### config.mk
export PLATFORM = sky130hd
export DESIGN_NAME = dbg_apb_decoder
export DESIGN_NICKNAME = d
export VERILOG_FILES = /design/src/rtl/dbg_dec_pkg.sv /design/src/rtl/dbg_region_map.sv /design/src/rtl/dbg_xfer_ctrl.sv /design/src/rtl/dbg_stub_regs.sv /design/src/rtl/dbg_apb_decoder.sv
export SDC_FILE = /design/constraint.sdc
export NUM_CORES = 2
export LEC_CHECK = 0
export BUFFER_PORTS_ARGS = -buffer_cell sky130_fd_sc_hd__clkbuf_2
export CORE_UTILIZATION = 40
export DETAILED_ROUTE_END_ITERATION = 16
export GPL_TIMING_DRIVEN = 0
export PLACE_DENSITY = 0.64
export REMOVE_ABC_BUFFERS = 1
export SYNTH_ARGS = -nofsm -noshare
export SYNTH_HDL_FRONTEND = slang
export SYNTH_SLANG_ARGS = --single-unit
export TNS_END_PERCENT = 5
### constraint.sdc
create_clock -name clk -period 3.6 [get_ports clk]
set_input_delay 0.72 -clock clk [delete_from_list [all_inputs] [get_ports clk]]
set_output_delay 0.72 -clock clk [all_outputs]
set_load 0.05 [all_outputs]
### src/rtl/dbg_dec_pkg.sv
package dbg_dec_pkg;

    localparam int RCODE_W = 5;
    localparam int NUM_RGN = 9;

    typedef enum logic [3:0] {
        RG_ROM  = 4'd0,
        RG_DBG0 = 4'd1,
        RG_MON0 = 4'd2,
        RG_DBG1 = 4'd3,
        RG_MON1 = 4'd4,
        RG_XT0  = 4'd5,
        RG_XT1  = 4'd6,
        RG_TR0  = 4'd7,
        RG_TR1  = 4'd8,
        RG_NONE = 4'd15
    } rgn_e;

    typedef struct packed {
        logic hit;
        rgn_e id;
    } rgn_sel_t;

    typedef struct packed {
        logic complete;
        logic err;
        logic wr_ok;
    } xfer_res_t;

    // Maps a five-bit region code to a region, taking the presence of optional units into account.
    function automatic rgn_sel_t map_code(input logic [RCODE_W-1:0] code,
                                          input logic core1, input logic trace1);
        rgn_sel_t s;
        s.hit = 1'b1;
        s.id  = RG_NONE;
        unique case (code)
            5'b00000: s.id = RG_ROM;
            5'b10000: s.id = RG_DBG0;
            5'b10001: s.id = RG_MON0;
            5'b10010: s.id = core1  ? RG_DBG1 : RG_NONE;
            5'b10011: s.id = core1  ? RG_MON1 : RG_NONE;
            5'b11000: s.id = RG_XT0;
            5'b11001: s.id = core1  ? RG_XT1  : RG_NONE;
            5'b11100: s.id = RG_TR0;
            5'b11101: s.id = trace1 ? RG_TR1  : RG_NONE;
            default:  s.id = RG_NONE;
        endcase
        if (s.id == RG_NONE) s.hit = 1'b0;
        return s;
    endfunction

endpackage

### src/rtl/dbg_region_map.sv
module dbg_region_map
    import dbg_dec_pkg::*;
#(
    parameter int  ADDR_W     = 15,
    parameter int  IDX_W      = 2,
    parameter bit  HAS_CORE1  = 1'b1,
    parameter bit  HAS_TRACE1 = 1'b1
) (
    input  logic [ADDR_W-1:0]  addr,
    output rgn_sel_t           sel,
    output logic [NUM_RGN-1:0] sel_vec,
    output logic               in_range,
    output logic [IDX_W-1:0]   idx
);
    localparam int MID_HI = ADDR_W - RCODE_W - 1;

    logic [RCODE_W-1:0] code;

    assign code     = addr[ADDR_W-1 -: RCODE_W];
    assign sel      = map_code(code, HAS_CORE1, HAS_TRACE1);
    assign idx      = addr[IDX_W-1:0];
    assign in_range = (addr[MID_HI:IDX_W] == '0);

    for (genvar g = 0; g < NUM_RGN; g++) begin : g_sel
        assign sel_vec[g] = sel.hit && (sel.id == rgn_e'(g));
    end
endmodule

### src/rtl/dbg_xfer_ctrl.sv
module dbg_xfer_ctrl
    import dbg_dec_pkg::*;
(
    input  logic      clk,
    input  logic      rst,
    input  logic      psel,
    input  logic      penable,
    input  logic      pwrite,
    input  logic      pext,
    input  logic      sw_en,
    input  logic      rgn_hit,
    input  logic      in_range,
    output xfer_res_t res
);
    logic access;
    logic waited;
    logic locked;

    assign access = psel && penable;
    assign locked = pwrite && !pext && !sw_en;

    // The first access cycle only sets the flag; the transfer completes in the second.
    always_ff @(posedge clk) begin
        if (rst) begin
            waited <= 1'b0;
        end else if (!access) begin
            waited <= 1'b0;
        end else begin
            waited <= !waited;
        end
    end

    always_comb begin
        res.complete = access && waited;
        res.err      = res.complete && (!rgn_hit || !in_range || locked);
        res.wr_ok    = res.complete && pwrite && !res.err;
    end
endmodule

### src/rtl/dbg_stub_regs.sv
module dbg_stub_regs #(
    parameter int DEPTH  = 4,
    parameter int DATA_W = 32,
    localparam int IDX_W = $clog2(DEPTH)
) (
    input  logic              clk,
    input  logic              rst,
    input  logic              we,
    input  logic [IDX_W-1:0]  idx,
    input  logic [DATA_W-1:0] wdata,
    output logic [DATA_W-1:0] rdata
);
    logic [DATA_W-1:0] mem [DEPTH];

    always_ff @(posedge clk) begin
        if (rst) begin
            for (int i = 0; i < DEPTH; i++) mem[i] <= '0;
        end else if (we) begin
            mem[idx] <= wdata;
        end
    end

    assign rdata = mem[idx];
endmodule

### src/rtl/dbg_apb_decoder.sv
module dbg_apb_decoder
    import dbg_dec_pkg::*;
#(
    parameter bit HAS_CORE1  = 1'b1,
    parameter bit HAS_TRACE1 = 1'b1,
    parameter int ADDR_W     = 15,
    parameter int DATA_W     = 32,
    parameter int RGN_DEPTH  = 4
) (
    input  logic              clk,
    input  logic              rst,
    input  logic              psel,
    input  logic              penable,
    input  logic              pwrite,
    input  logic [ADDR_W-1:0] paddr,
    input  logic              pext,
    input  logic [DATA_W-1:0] pwdata,
    input  logic              sw_en,
    output logic [DATA_W-1:0] prdata,
    output logic              pready,
    output logic              pslverr
);
    localparam int IDX_W = $clog2(RGN_DEPTH);

    rgn_sel_t           sel;
    logic [NUM_RGN-1:0] sel_vec;
    logic [NUM_RGN-1:0] wr_stb;
    logic               in_range;
    logic [IDX_W-1:0]   idx;
    xfer_res_t          res;
    logic [DATA_W-1:0]  rd_arr [NUM_RGN];
    logic [DATA_W-1:0]  rd_sel;

    dbg_region_map #(
        .ADDR_W(ADDR_W), .IDX_W(IDX_W),
        .HAS_CORE1(HAS_CORE1), .HAS_TRACE1(HAS_TRACE1)
    ) u_map (
        .addr(paddr), .sel(sel), .sel_vec(sel_vec),
        .in_range(in_range), .idx(idx)
    );

    dbg_xfer_ctrl u_ctrl (
        .clk(clk), .rst(rst), .psel(psel), .penable(penable),
        .pwrite(pwrite), .pext(pext), .sw_en(sw_en),
        .rgn_hit(sel.hit), .in_range(in_range), .res(res)
    );

    for (genvar g = 0; g < NUM_RGN; g++) begin : g_rgn
        assign wr_stb[g] = res.wr_ok && sel_vec[g];
        dbg_stub_regs #(.DEPTH(RGN_DEPTH), .DATA_W(DATA_W)) u_stub (
            .clk(clk), .rst(rst), .we(wr_stb[g]), .idx(idx),
            .wdata(pwdata), .rdata(rd_arr[g])
        );
    end

    always_comb begin
        rd_sel = '0;
        for (int i = 0; i < NUM_RGN; i++) begin
            if (sel_vec[i]) rd_sel = rd_arr[i];
        end
    end

    assign pready  = res.complete;
    assign pslverr = res.err;
    assign prdata  = (res.complete && !res.err && !pwrite) ? rd_sel : '0;
endmodule

Word level (Yosys, flattened, before mapping)
Memory sizes are Yosys's and may differ from the RTL's. Cells that the tools add are included.

Memories: 10. Memory bits (read-only): 128. RAM bits: 1152. Bits of input ports: 54. Register bits: 1.

Muxes and demuxes: 67. Bitwise operators: 1. Reduce and logical (&&, ||, !) cells: 47. Eq/ne operators: 9.

Memories: (name not given) (depth 32, bits a word 4, read ports 1, clocked after Yosys merged registers in 0, wr ports 0, RTL line dbg_dec_pkg.sv:36) `unique case (code)`; g_rgn[0].u_stub.mem (depth 4, bits a word 32, read ports 1, clocked after Yosys merged registers in 0, wr ports 4, RTL line dbg_stub_regs.sv:13) `logic [DATA_W-1:0] mem [DEPTH];`; g_rgn[1].u_stub.mem (depth 4, bits a word 32, read ports 1, clocked after Yosys merged registers in 0, wr ports 4, RTL line dbg_stub_regs.sv:13); g_rgn[2].u_stub.mem (depth 4, bits a word 32, read ports 1, clocked after Yosys merged registers in 0, wr ports 4, RTL line dbg_stub_regs.sv:13); g_rgn[3].u_stub.mem (depth 4, bits a word 32, read ports 1, clocked after Yosys merged registers in 0, wr ports 4, RTL line dbg_stub_regs.sv:13); g_rgn[4].u_stub.mem (depth 4, bits a word 32, read ports 1, clocked after Yosys merged registers in 0, wr ports 4, RTL line dbg_stub_regs.sv:13); +4 memories.

Operator list (count): $mux W32 (19); $reduce_or A32 Y1 (9); $mux W1 (39); $logic_and A1 B1 Y1 (27); $mux W2 (9); $eq A4 B3 Y1 const B (4); $eq A4 B2 Y1 const B (2); $eq A4 B4 Y1 const B (2); $logic_not A8 Y1 (1); $logic_not A1 Y1 (6); $eq A4 B1 Y1 const B (1); $logic_not A4 Y1 (1); $logic_or A1 B1 Y1 (2); $reduce_or A2 Y1 (1); $not A1 Y1 (1).

Logic depth before layout (Yosys ltp)
An unclocked memory read counts as a cell.

Depth in word-level cells: 14. Gate-level depth with buffers: 13. Depth with buffers taken out: 9.

Hierarchy
Synthesis repeated with hierarchy kept, for this count alone.

Cells, all modules: 3727. Area, all modules: 53346.2 um^2.

By module, submodules not included: dbg_stub_regs (seq. area each 3843.7 um^2, cells each 355, instances 9, area an instance 5539.1 um^2); dbg_apb_decoder (seq. area each 0.0 um^2, cells each 466, instances 1, area an instance 3007.9 um^2); dbg_region_map (seq. area each 0.0 um^2, cells each 57, instances 1, area an instance 421.7 um^2); dbg_xfer_ctrl (seq. area each 20.0 um^2, cells each 9, instances 1, area an instance 65.1 um^2).

Worst setup path before layout
OpenSTA, ideal clock, no wires.

Kind: input to output. Start point: in paddr[10]. End point: out prdata[0]. Required time: 2.880 ns. Stages on the path: 9. Path slack: -1.319 ns. Arrival: 4.199 ns. Cell sequence: inv_1 -> ha_1 -> mux2_4 -> a32oi_2 -> and3_1 -> buf_2 -> buf_2 -> a21oi_1 -> a2111oi_1.

Word-level cells in the longest chain between the ends: 14. Elaborated cells between the ends (all ways): 37. Classes of those cells: eq/ne (9); mux (11); reduce/logical (16); memory (1).

RTL lines: start, declared (RTL line dbg_apb_decoder.sv:15) `input logic [ADDR_W-1:0] paddr,`; $mem_v2 Z32 W4 (*); $eq A4 B4 Y1 (RTL line dbg_dec_pkg.sv:48) `if (s.id == RG_NONE) s.hit = 1'b0;`; $mux W1 (RTL line dbg_dec_pkg.sv:48); $logic_and A1 B1 Y1 (RTL line dbg_region_map.sv:25) `assign sel_vec[g] = sel.hit && (sel.id == rgn_e'(g));`; $mux W32 (9 in series) (RTL line dbg_apb_decoder.sv:59) `if (sel_vec[i]) rd_sel = rd_arr[i];`; $mux W32 (*) (RTL line dbg_apb_decoder.sv:65) `assign prdata = (res.complete && !res.err && !pwrite) ? rd_sel : '0;`; end, declared (RTL line dbg_apb_decoder.sv:19) `output logic [DATA_W-1:0] prdata,`.

Mark *: on every way between the ends. The rest lies on a longest branch, timed or not.

Worst setup path after layout
Start point: in paddr[10]. End point: out prdata[13].

Same word-level chain as after synthesis.

==> run_results.csv <==
group,metric,value,unit
outcome,status,"complete, but fails checks",
outcome,violations,"setup timing",
setup_path,slowest_delay,0.57,ns
routing,initialDrtViolationCount,6372,
timing,fin_skew,0.02473,ns
cts,cts_htree_levels,3,
synth,yosysTopAreaCellShare,67.46,%
synth,synthArstFlopShare,0,%
cts,clk_path_buf_depth,3,
pwr,vdd_ir_drop_max,0.4854,mV
synth,ys_types,66,
timing,finalMaxSlewViolations,0,
setup_path,cp_num_buf_inv,4,
die,die_x,360.1,um
placement,hpwlAfterDp,92.58,mm
synth,synth_common_cells,"edfxtp_1, nor2_1, and3_1",
synth,yosys-top-cells-area,"edfxtp_1, mux4_2, nor2_1, and3_1, nand2_1",
synth,synth.most_common_cell,"edfxtp_1",
pwr,power.share.sequential,51.2,%
pwr,leakage,22.02,nW
routing,avgRoutedWirePerCell,34.35,um
pwr,intPower,0.02273,W
timing,slew_headroom,26.40,%
cts,cts_hold_buf,0,
setup_path,setup.worst_path.end_class,"output port",
flow_run,maxCapViolCount,0,
cells_and_area,fillerInstances,10380,
routing,remaining_drc_errors,0,
cts,cts_tree,"built",
timing,period_share,118.0,%
synth,synth_seq_cells,1153,
placement,pre_cts_ws,-3.493,ns
cts,clk_pin_slew,0.06,ns
die,die_h,360.1,um
synth,yosys.area_share.adder,0.09759,%
timing,setup_ws,-0.6475,ns
setup_path,crit_family,"compound AO/OA/AOI/OAI gates",
pwr,p_per_area,483.5,mW/mm^2
die,initial_utilization,40.27,%
cts,clk_latency,0.73,ns
global_route,antenna_found_initial,13,
placement,gp_congestion,0.7824,
pwr,switchingPower,0.007073,W
routing,drtPass1Iterations,9,
setup_path,path_class,"input pin to output port",
synth,synth-edff-count,1152,
die,die_area,0.1296,mm^2
cts,root_buffer,"clkbuf_16",
global_route,grt_pass1_vias,34380,
synth,yosys_warnings,0,
timing,finalSetupViolations,229,
pwr,clkPwrFrac,40.2,%
global_route,grt_max_degree,97,
cts,cts_buffers,114,
timing,period_minus_slack,4.248,ns
cells_and_area,finalInstanceArea,0.06166,mm^2
synth,synth.area.mux_share,12.70,%
global_route,grt_first_pass_wirelength,256.3,mm
placement,place_area,0.05418,mm^2
setup_path,cp.arrival,3.53,ns
cells_and_area,drive_above_1_share,26.64,%
setup_path,path_cells,"clkbuf_16 -> inv_8 -> ha_4 -> nand4_1 -> o221a_4 -> nor2_2 -> buf_8 -> o21ai_0 -> a221oi_2 -> o211a_1 -> nor4_4 -> clkbuf_8",
global_route,gr-total-overflow,0,
die,core-area,0.1274,mm^2
placement,port_buffers,87,
setup_path,worstPathMaxFanout,7,
timing,worst_pin_slew,1.104,ns
timing,fmax,235.4,MHz
synth,synth_compound_area_share,4.155,%
timing,hold_violations,0,
setup_path,slowest_stage,"nor2_2",
synth,syn_inst,3524,
pwr,combinationalPowerShare,8.6,%
synth,syn-cell-area,0.05128,mm^2
timing,rsz0062_at_grt,"true",
routing,ant_nets,0,
routing,routed_via_density,6.492,
timing,tns,-23.47,ns
die,io_pins,88,
die,rows,131,
synth,syn_avg_cell_area,14.55,um^2
synth,yosys.area_share.simple,12.44,%
cts,clkSinkCount,1153,
cells_and_area,nets,3752,
global_route,track_usage,28.02,%
hold_path,hp-class,"input pin to flip-flop",
cells_and_area,synthToLayoutAreaGrowth,20.23,%
synth,synth_top_family_by_area,"multiplexers",
setup_path,startpoint_type,"input pin",
routing,vias,35470,
synth,ys_seq_area_share,67.49,%
synth,yosysTopAreaCell,"edfxtp_1",
synth,yosys_most_used_dff,"edfxtp_1",
pwr,swShare,23.73,%
synth,yosys.area_share.xor_xnor,0,%
routing,drt_wl_total,187.7,mm
setup_path,required,2.88,ns
metal layers:
layer,part of all wire [%],vias to the layer above,track usage (%),routed length (um)
li1,-,13740,-,-
met1,35,17960,36.15,65640
met2,45,3039,43.10,84460
met3,14,730,8.107,25870
met4,6.2,10,14.26,11660
met5,0.029,-,0,54
stage by stage:
stage	total power (W)	hold WS, ns	util (%)	cells
floorplan	0.01644	0.3979	-	3200
detailed placement	0.01758	0.4097	42.54	5029
global route	0.03025	0.2508	48.40	5456
global placement	0.01776	0.4199	41.00	4949
finish	0.02981	0.2277	48.41	5464
CTS	0.02954	0.2142	47.61	5392
cell families (layout without fill, tap and decap cells):
group	Yosys count	after routing
other	0	11
and+or+nand+nor	1445	1449
muxes	290	290
buffers and inverters	328	589
DFF	1153	1153
adders and majority gates	4	4
AOI/OAI and AO/OA	304	306
power groups by stage:
| stage | logic (W) | registers, W | clock network (W) |
|---|---|---|---|
| floorplan | 0.000953 | 0.0155 | 0 |
| global placement | 0.00222 | 0.0155 | 0 |
| detailed placement | 0.00205 | 0.0155 | 0 |
| CTS | 0.00238 | 0.0152 | 0.0119 |
| global route | 0.00259 | 0.0153 | 0.0124 |
| finish | 0.00258 | 0.0153 | 0.0120 |
sequential cells by signal, indices dropped and copies added, names as in the netlist:
name              cells
u_ctrl.waited         1
g_rgn.u_stub.mem   1152
timing repair:
action,in CTS,in global routing
setup endpoints to repair,2308,527
pin swaps,59,33
setup buffers,132,63
gates resized for setup,239,88
gates cloned,20,3
final timing paths:
kind | cells past startpoint | end | slack, ns | start
max reg2reg | 8 | g_rgn[0].u_stub.mem[0][27] | 0.34 | u_ctrl.waited
max | 12 | prdata[13] | -0.65 | paddr[10]
min | 3 | u_ctrl.waited | 0.23 | penable
min reg2reg | 1 | u_ctrl.waited | 0.43 | u_ctrl.waited
area by class of cell:
type / count / area (um^2) / share of cell area (%)
clock inverters: 77 / 694.4 / 1.126
flip-flops and latches: 1153 / 34610 / 56.14
repair buffers: 372 / 4737 / 7.683
well taps: 1662 / 2079 / 3.373
diodes: 11 / 27.53 / 0.04465
inverters: 4 / 30.03 / 0.04870
clock buffers: 136 / 2957 / 4.795
multi-input cells: 2049 / 16520 / 26.79
worst register-to-register path, cell delays in order, from the launching register on:
cell,delay (ns)
dfxtp_1,0.33
nand3_1,0.10
inv_1,0.12
nand2_4,0.10
nor3b_4,0.33
and3b_4,0.61
buf_16,0.37
and2_4,0.23
a21o_4,0.66
placed cells by master (no fill, tap or decap), drive strengths merged, types with 10 or more instances in the layout:
cell	Yosys	layout
edfxtp	1152	1152
nor2	907	908
and3	291	291
mux4	288	288
buf	186	281
clkbuf	138	215
nand2	185	185
clkinv	0	58
a21oi	56	56
a21o	44	44
o22ai	42	42
a22oi	40	40
o21ai	29	29
nand3	16	17
a311oi	13	13
o211ai	12	12
bufinv	0	12
bufbuf	0	12
diode	0	11
or3	9	10
nor4	10	10
nor3	10	10
(Power assumes the default switching activity.)
